## config.mk

```make
export PLATFORM = sky130hd
export DESIGN_NAME = evmon_top
export DESIGN_NICKNAME = d
export VERILOG_FILES = /design/src/rtl/evmon_pkg.sv /design/src/rtl/evmon_match.sv /design/src/rtl/evmon_counter.sv /design/src/rtl/evmon_top.sv
export SDC_FILE = /design/constraint.sdc
export NUM_CORES = 1
export LEC_CHECK = 0
export BUFFER_PORTS_ARGS = -buffer_cell sky130_fd_sc_hd__buf_2
export CORE_MARGIN = 2
export CORE_UTILIZATION = 25
export CTS_BUF_LIST = sky130_fd_sc_hd__clkbuf_4 sky130_fd_sc_hd__clkbuf_8
export CTS_CLUSTER_DIAMETER = 80
export DETAILED_ROUTE_END_ITERATION = 7
export SYNTH_ARGS = -nofsm -noshare
export SYNTH_HDL_FRONTEND = slang
export SYNTH_SLANG_ARGS = --single-unit
```

## constraint.sdc

```tcl
create_clock -name clk -period 4.9 [get_ports clk]
set_clock_uncertainty 0.05 [all_clocks]
set_input_delay 0.245 -clock clk [delete_from_list [all_inputs] [get_ports clk]]
set_output_delay 0.245 -clock clk [all_outputs]
set_load 0.005 [all_outputs]
```

## src/rtl/evmon_pkg.sv

```systemverilog
package evmon_pkg;
  localparam int NUM_CNT = 2;
  localparam int SEL_W   = 32;

  typedef struct packed {
    logic [7:0] cmask;
    logic       inv;
    logic       en;
    logic [1:0] rsv_hi;
    logic       pin_ctl;
    logic       edge_det;
    logic [1:0] rsv_lo;
    logic [7:0] umask;
    logic [7:0] code;
  } sel_t;

  // counter placement: bit i set means counter i may count the code
  function automatic logic [NUM_CNT-1:0] home_mask(input logic [7:0] c);
    case (c)
      8'h10, 8'h14, 8'hC1: home_mask = 2'b01;
      8'h11, 8'h12, 8'h13: home_mask = 2'b10;
      default:             home_mask = 2'b11;
    endcase
  endfunction
endpackage

```

## src/rtl/evmon_match.sv

```systemverilog
module evmon_match #(
  parameter int NUM_EV = 4,
  parameter int CODE_W = 8,
  parameter int QUAL_W = 8,
  localparam int OCC_W = $clog2(NUM_EV + 1)
) (
  input  logic [CODE_W-1:0]        sel_code,
  input  logic [QUAL_W-1:0]        sel_umask,
  input  logic [NUM_EV*CODE_W-1:0] ev_code,
  input  logic [NUM_EV*QUAL_W-1:0] ev_qual,
  output logic [OCC_W-1:0]         occ
);
  logic [NUM_EV-1:0] hit;

  for (genvar g = 0; g < NUM_EV; g++) begin : g_ev
    assign hit[g] = (ev_code[g*CODE_W +: CODE_W] == sel_code) &&
                    ((ev_qual[g*QUAL_W +: QUAL_W] & sel_umask) != '0);
  end

  always_comb begin
    occ = '0;
    for (int i = 0; i < NUM_EV; i++)
      occ = occ + OCC_W'(hit[i]);
  end
endmodule

```

## src/rtl/evmon_counter.sv

```systemverilog
module evmon_counter #(
  parameter int IDX   = 0,
  parameter int CNT_W = 40,
  parameter int EFF_W = 32,
  parameter int OCC_W = 3,
  localparam int EXT_W = CNT_W - EFF_W
) (
  input  logic             clk,
  input  logic             rst,
  input  logic [7:0]       code,
  input  logic [7:0]       cmask,
  input  logic             inv,
  input  logic             edge_det,
  input  logic             glob_en,
  input  logic [OCC_W-1:0] occ,
  input  logic             wr_en,
  input  logic [EFF_W-1:0] wr_data,
  output logic [CNT_W-1:0] cnt_q,
  output logic             ovf_pulse
);
  import evmon_pkg::*;

  logic [NUM_CNT-1:0] mask;
  logic               allowed, active, cond, prev_q;
  logic [7:0]         occ8;
  logic [OCC_W-1:0]   step;
  logic [EFF_W:0]     sum;

  assign mask    = home_mask(code);
  assign allowed = mask[IDX];
  assign active  = glob_en && allowed;
  assign occ8    = 8'(occ);

  always_comb begin
    if (cmask == '0) cond = (occ != '0);
    else if (inv)    cond = (occ8 < cmask);
    else             cond = (occ8 >= cmask);

    if (edge_det)            step = OCC_W'(cond && !prev_q);
    else if (cmask == '0)    step = occ;
    else                     step = OCC_W'(cond);
  end

  assign sum       = {1'b0, cnt_q[EFF_W-1:0]} + (EFF_W+1)'(step);
  assign ovf_pulse = active && !wr_en && sum[EFF_W];

  always_ff @(posedge clk) begin
    if (rst) begin
      cnt_q  <= '0;
      prev_q <= 1'b0;
    end else begin
      prev_q <= cond;
      if (wr_en)
        cnt_q <= {{EXT_W{wr_data[EFF_W-1]}}, wr_data};
      else if (active)
        cnt_q <= {{EXT_W{sum[EFF_W-1]}}, sum[EFF_W-1:0]};
    end
  end


  sign_ext_chk: assert property (@(posedge clk) disable iff (rst)
    cnt_q[CNT_W-1:EFF_W] == {EXT_W{cnt_q[EFF_W-1]}});


  disabled_hold_chk: assert property (@(posedge clk) disable iff (rst)
    (!glob_en && !wr_en) |=> $stable(cnt_q));


  placement_hold_chk: assert property (@(posedge clk) disable iff (rst)
    (!allowed && !wr_en) |=> $stable(cnt_q));


  edge_step_chk: assert property (@(posedge clk) disable iff (rst)
    (edge_det && !wr_en) |=>
      (EFF_W'(cnt_q[EFF_W-1:0] - $past(cnt_q[EFF_W-1:0])) <= EFF_W'(1)));
endmodule

```

## src/rtl/evmon_top.sv

```systemverilog
module evmon_top #(
  parameter int NUM_EV = 4,
  parameter int CODE_W = 8,
  parameter int QUAL_W = 8,
  parameter int CNT_W  = 40,
  parameter int EFF_W  = 32,
  localparam int NCNT   = evmon_pkg::NUM_CNT,
  localparam int ADDR_W = $clog2(2*NCNT + 1),
  localparam int OCC_W  = $clog2(NUM_EV + 1),
  localparam int STAT_A = 2*NCNT
) (
  input  logic                     clk,
  input  logic                     rst,
  input  logic                     reg_we,
  input  logic [ADDR_W-1:0]        reg_addr,
  input  logic [31:0]              reg_wdata,
  output logic [CNT_W-1:0]         reg_rdata,
  input  logic [NUM_EV*CODE_W-1:0] ev_code,
  input  logic [NUM_EV*QUAL_W-1:0] ev_qual,
  output logic                     irq
);
  import evmon_pkg::*;

  sel_t              sel_q [NCNT];
  logic [CNT_W-1:0]  cnt   [NCNT];
  logic [NCNT-1:0]   ovf_set, ovf_clr, ovf_q, ovf_nx;
  logic              glob_en;

  assign glob_en = sel_q[0].en;

  for (genvar g = 0; g < NCNT; g++) begin : g_cnt
    logic [OCC_W-1:0] occ;
    logic             wr_cnt;

    always_ff @(posedge clk) begin
      if (rst)
        sel_q[g] <= '0;
      else if (reg_we && reg_addr == ADDR_W'(g))
        sel_q[g] <= sel_t'(reg_wdata);
    end

    assign wr_cnt = reg_we && (reg_addr == ADDR_W'(NCNT + g));

    evmon_match #(.NUM_EV(NUM_EV), .CODE_W(CODE_W), .QUAL_W(QUAL_W)) match_i (
      .sel_code (sel_q[g].code),
      .sel_umask(sel_q[g].umask),
      .ev_code  (ev_code),
      .ev_qual  (ev_qual),
      .occ      (occ)
    );

    evmon_counter #(.IDX(g), .CNT_W(CNT_W), .EFF_W(EFF_W), .OCC_W(OCC_W)) cnt_i (
      .clk      (clk),
      .rst      (rst),
      .code     (sel_q[g].code),
      .cmask    (sel_q[g].cmask),
      .inv      (sel_q[g].inv),
      .edge_det (sel_q[g].edge_det),
      .glob_en  (glob_en),
      .occ      (occ),
      .wr_en    (wr_cnt),
      .wr_data  (reg_wdata[EFF_W-1:0]),
      .cnt_q    (cnt[g]),
      .ovf_pulse(ovf_set[g])
    );


    ovf_sticky_chk: assert property (@(posedge clk) disable iff (rst)
      (ovf_q[g] && !(reg_we && reg_addr == ADDR_W'(STAT_A) && reg_wdata[g]))
        |=> ovf_q[g]);
  end

  assign ovf_clr = (reg_we && reg_addr == ADDR_W'(STAT_A)) ? reg_wdata[NCNT-1:0] : '0;
  assign ovf_nx  = (ovf_q & ~ovf_clr) | ovf_set;

  always_ff @(posedge clk) begin
    if (rst) begin
      ovf_q <= '0;
      irq   <= 1'b0;
    end else begin
      ovf_q <= ovf_nx;
      irq   <= |ovf_nx;
    end
  end

  always_ff @(posedge clk) begin
    if (rst) begin
      reg_rdata <= '0;
    end else begin
      reg_rdata <= '0;
      for (int i = 0; i < NCNT; i++) begin
        if (reg_addr == ADDR_W'(i))        reg_rdata <= CNT_W'(sel_q[i]);
        if (reg_addr == ADDR_W'(NCNT + i)) reg_rdata <= cnt[i];
      end
      if (reg_addr == ADDR_W'(STAT_A)) reg_rdata <= CNT_W'(ovf_q);
    end
  end


  irq_level_chk: assert property (@(posedge clk) disable iff (rst)
    irq == (ovf_q != '0));


  reset_zero_chk: assert property (@(posedge clk)
    $past(rst) |-> (ovf_q == '0 && !irq && reg_rdata == '0));
endmodule

```

## Word-level counts from Yosys, hierarchy flattened

Memory sizes are Yosys's and may differ from the RTL's.
Cells that the tools add are included.

- Register bits after elaboration: 125
- Bits in latches: 0
- Bits in writable memories: 64
- Bits in read-only memories: 0
- Memories kept: 1

- $add $sub $neg: 8
- Multiply operators: 0
- Div/mod/pow operators: 0
- Magnitude comparators: 4
- Eq/ne operators: 24
- Shift operators: 0
- Muxes and demuxes: 30
- Bitwise logic cells: 13
- Reductions and logical operators: 46

Memories:

| memory | depth | width | read ports | clocked after memory_dff | wr ports | RTL line | RTL |
|---|---|---|---|---|---|---|---|
| sel_q | 2 | 32 | 2 | 0 | 2 | evmon_top.sv:24 | `sel_t sel_q [NCNT];` |

Operator list:

| cell | count |
|---|---|
| 2-to-1 mux 40 bit | 7 |
| 2-to-1 mux 32 bit | 3 |
| equality test 8 x 5 -> 1 bit (second input constant) | 10 |
| adder 32 x 3 -> 33 bit | 2 |
| bitwise AND 8 bit | 8 |
| equality test 8 bit | 8 |
| nonzero test 8 bit | 8 |
| logical AND 1 bit | 21 |
| equality test 8 bit (second input constant) | 2 |
| greater-or-equal comparator 3 x 8 -> 1 bit | 2 |
| logical NOT 8 bit | 2 |
| < comparator 3 x 8 -> 1 bit | 2 |
| adder 3 x 1 -> 3 bit | 4 |
| 2-to-1 mux 1 bit | 12 |
| 2-to-1 mux 3 bit | 4 |
| OR reduction 3 bit | 4 |
| equality test 3 x 2 -> 1 bit (second input constant) | 2 |
| nonzero test 3 bit | 2 |
| adder 1 x 1 -> 2 bit | 2 |
| logical NOT 1 bit | 4 |
| 2-to-1 mux 2 bit | 2 |
| case mux 2 bit (2 select lines) | 1 |
| nonzero test 2 bit | 2 |
| OR reduction 2 bit | 2 |
| 8 further kinds | 9 |

## Logic depth before layout (Yosys ltp)

An unclocked memory read counts as a cell.

- Word-level depth: 16
- Gate-level depth with buffers: 24
- Depth with buffers taken out: 23

## Hierarchy

From an unflattened synthesis, not the netlist that was laid out.

- Cell total of the unflattened synthesis: 992
- Area total of the unflattened synthesis: 10131.0 um^2

Modules (own cells, without submodules):

| module | instances | cells an instance | area each (um^2) | sequential area each (um^2) |
|---|---|---|---|---|
| evmon_top | 1 | 291 | 4501.8 | 2782.7 |
| evmon_counter at g_cnt[1].cnt_i | 1 | 291 | 2346.0 | 660.6 |
| evmon_counter at g_cnt[0].cnt_i | 1 | 276 | 2192.1 | 660.6 |
| evmon_match | 2 | 67 | 545.5 | 0.0 |

## Least setup slack after synthesis

Ideal clock, no wire load.

- Path kind: register to register
- Start: memory sel_q[0][7] (netlist name)
- End: register g_cnt[0].cnt_i.cnt_q[26]
- Arrival: 5110 ps
- Data required time: 4764 ps
- Slack: -346 ps
- Cell stages (with the launch flop): 24
- Clock period less this slack: 5246 ps
- Cells stage by stage: edfxtp_1 clkbuf_1 xnor2_1 nand4_1 a211oi_1 ha_1 fa_1 ha_1 ha_1 nor2b_1 o21ai_0 nand2b_1 and3_1 o31a_1 a221oi_1 ha_1 inv_1 fa_1 inv_1 a21oi_1 nor4_4 nand4_1 xor2_1 a211oi_1

RTL lines:

| item | RTL line | RTL |
|---|---|---|
| from (decl) | evmon_top.sv:24 |  |
| to (signal assigned) | evmon_counter.sv:54 | `cnt_q <= {{EXT_W{wr_data[EFF_W-1]}}, wr_data};` |
| to (signal assigned) | evmon_counter.sv:56 | `cnt_q <= {{EXT_W{sum[EFF_W-1]}}, sum[EFF_W-1:0]};` |
| to (decl) | evmon_counter.sv:18 | `output logic [CNT_W-1:0] cnt_q,` |

==> run_results.csv <==
group,metric,value,unit
setup_path,crit_slowest_cell,"edfxtp_1",
global_route,grt_pass1_vias,8291,
global_route,grt_usage,0.176,
layout,drive_above_1_share,0.313,
setup_path,r2r_start,"sel_q[0][4]",
timing,rsz0062_at_grt,"yes",
route,postRouteAntennaNets,0,
timing,slew_headroom,0.175,
layout,nets,1270,
placed_design,routabilityCongestion,0.998,
timing,timing.hold.ws,0.0306,ns
worst_hold_path,holdPathStages,3,
die,rows,70,
setup_path,worst_setup_path_end_kind,"flip-flop",
route,vias,8301,
synthesis,async_flop_share,0,
route,drt-wirelength-per-cell,21.1,um
setup_path,worstPathMaxFanout,5,
cts,cts_tree,"built",
synthesis,synth_edf_count,64,
cts,cts_num_sinks,166,
setup_path,reg2reg_depth,25,
layout,fill_cells,3735,
worst_hold_path,hold_path.class,"in -> reg",
placed_design,port_buffers,142,
setup_path,cp.arrival,5.46,ns
die,io_pins,143,
power_and_ir_drop,irDropWorstVdd,0.000163,V
timing,period_minus_slack,5.12,ns
die,die_y,197,um
setup_path,crit_required,5.24,ns
synthesis,synth_area,0.00928,mm^2
flow_run,max_cap_violations,0,
worst_hold_path,holdCritStartpoint,"reg_wdata[29]",
timing,slew_violations,0,
placed_design,dp_hpwl,25400,um
die,start_util,0.254,
route,totalWireLength,34300,um
cts,cts_buffers,17,
layout,mostFrequentLayoutCells,"142 x buf_2, 102 x dfxtp_1, 81 x nor2_1, 81 x buf_4, 73 x and2_1",
timing,finalCritPeriodShare,1.04,
synthesis,yosysUniqueCellTypes,59,
route,via_per_inst,5.09,
timing,tightest_slew,1.23,ns
synthesis,ys_seq_area_frac,0.427,
setup_path,max_stage_delay,0.42,ns
placed_design,dp_slack,-0.515,ns
synthesis,ys_seq_elements,166,
setup_path,rr_endpoint,"g_cnt[0].cnt_i.cnt_q[18]",
synthesis,synthFlopType,"dfxtp_1",
global_route,grt_first_pass_wirelength,50900,um
timing,max_freq,195,MHz
timing,setup_slack,-0.219,ns
synthesis,synth_nets,1083,
power_and_ir_drop,leakagePower,4.67,nW
worst_hold_path,holdPathEnd,"g_cnt[1].cnt_i.cnt_q[29]",
setup_path,ff2ff_setup_slack,-0.22,ns
synthesis,synthCells,961,
layout,area_growth,30.4,%
global_route,grt_max_degree,69,
layout,post-route-util,0.331,
timing,fin_setup_tns,-2.77,ns
route,drt_iter0_drc,694,
cts,clk_latency,0.49,ns
setup_path,start_kind,"flip-flop",
power_and_ir_drop,p_total,3.05,mW
synthesis,synth_warnings,0,
global_route,antenna_found_initial,2,
cts,htreeDepth,4,
cts,cts_root_buf,"clkbuf_8",
route,dr.pass1.iters,5,
synthesis,syn_avg_cell_area,9.66,um^2
timing,hold_viol,0,
layout,final_common_cell,"buf_2",
timing,setup_viol,25,
die,core,0.0366,mm^2
setup_path,crit_type,"reg -> reg",
cts,cts_buffer_depth,2,
outcome,outcome,"finished, violations left",
global_route,grt_overflow,0,
outcome,violations,"negative setup slack",
route,drc_errors,0,
die,die_w,197,um
cts,cts.clk_slew.worst_paths,0.10,ns
power_and_ir_drop,powerDensity,252,mW/mm^2
die,die-area,0.0387,mm^2
-- logic make-up (layout without fill, tap and decap cells) --
| logic type | Yosys count | after routing | synth area share |
|---|---|---|---|
| simple gates | 324 | 324 | 0.186 |
| compound gates | 198 | 198 | 0.157 |
| flops | 166 | 166 | 0.427 |
| xor+xnor | 121 | 121 | 0.114 |
| buf+inv | 99 | 298 | 0.0460 |
| mux | 33 | 33 | 0.0396 |
| fa+ha+maj | 20 | 20 | 0.0302 |
| other cells | 0 | 2 | 0 |
-- critical path, delay by kind of cell, from the launching register on --
kind / cells / cell delay (ns)
XOR/XNOR: 2 / 0.35
AND/OR/NAND/NOR: 6 / 0.75
buffers and inverters: 5 / 0.59
adder cells (fa/ha/maj): 6 / 1.76
AO/OA/AOI/OAI: 6 / 1.09
flip-flops: 1 / 0.42
-- synth_stat cells, types with 3 or more instances --
library cell  count  area [um^2]
a211oi_1         59          443
a21oi_1          35          175
a221oi_1         14          123
a22o_1           12          105
a22oi_1           8         60.1
a311oi_1          4         35.0
a31oi_1           5         31.3
and2_1           73          457
and3_1            8         50.1
and4_1            4         35.0
buf_1             3         11.3
buf_2            11         55.1
buf_4             7         52.6
clkbuf_1         50          188
dfxtp_1         102         2040
edfxtp_1         64         1920
fa_1              4         80.1
ha_1             16          200
inv_1            25         93.8
mux2i_1          30          300
mux4_2            3         67.6
nand2_1          34          128
nand2b_1          4         25.0
nand3_1          28          140
nand4_1          25          156
nor2_1           90          338
nor2b_1           3         18.8
nor3_1           17         85.1
nor4_1           18          113
o21ai_0          11         55.1
o21ai_1           3         15.0
o221ai_1         28          245
o22ai_1           3         18.8
o31ai_1           3         22.5
or2_1             3         18.8
or3_1             5         31.3
or4_1             3         22.5
xnor2_1          62          543
xor2_1           59          517
-- area by class of cell --
| cell class | count | area, um^2 | area share |
|---|---|---|---|
| clock inverter | 11 | 101 | 0.00837 |
| sequential | 166 | 3960 | 0.327 |
| clock buffer | 20 | 275 | 0.0227 |
| antenna | 2 | 5.00 | 0.000413 |
| inverter | 26 | 97.6 | 0.00806 |
| multi-input combinational | 696 | 5530 | 0.457 |
| timing repair buffer | 241 | 1550 | 0.128 |
| tap | 468 | 586 | 0.0484 |
-- how the worst max path moves through the flow --
stage,start,end,slack [ns],depth (start not counted)
6_report,sel_q[0][4],g_cnt[0].cnt_i.cnt_q[18],-0.22,25
5_1_grt,sel_q[0][4],g_cnt[0].cnt_i.cnt_q[18],-0.48,25
4_1_cts,sel_q[0][11],g_cnt[0].cnt_i.cnt_q[18],-0.18,24
3_5_place_dp,sel_q[0][9],g_cnt[0].cnt_i.cnt_q[8],-0.51,23
3_3_place_gp,sel_q[0][9],g_cnt[0].cnt_i.cnt_q[8],-0.44,23
2_1_floorplan,sel_q[0][11],g_cnt[0].cnt_i.cnt_q[26],0.007,22
-- power by group --
group | switching, mW | internal (mW) | total, mW
Clock | 0.556 | 0.440 | 0.996
Sequential | 0.0645 | 1.50 | 1.57
Combinational | 0.282 | 0.207 | 0.489
Total | 0.902 | 2.15 | 3.05
-- per-stage QoR --
stage | instance area (um^2) | std cells
final | 12100 | 1630
after floorplan | 9350 | 961
after global placement | 11000 | 1576
after detailed placement | 11000 | 1576
after CTS | 11700 | 1621
after global routing | 12100 | 1628
-- repair_timing --
item                                   4_1_cts  5_1_grt
cloned                                       1        0
setup endpoints to repair                   55       59
pin swaps                                   54       48
endpoints found under the hold margin        3        0
hold buffers                                 2        0
setup buffers                               13        9
gates resized for setup                     51       64
-- per-layer routing --
layer,up-vias,global-route usage,wire length (um)
met2,305,0.298,16500
li1,3890,-,-
met5,-,0,0
met4,0,0.0482,708
met1,4060,0.227,15000
met3,46,0.0354,2130
-- state kept, by name, indices dropped and copies added (netlist names) --
signal,count
g_cnt.cnt_i.cnt_q,64
sel_q,64
reg_rdata,33
irq,1
g_cnt.cnt_i.prev_q,2
ovf_q,2
No activity file was read; power rests on OpenSTA's default activity.
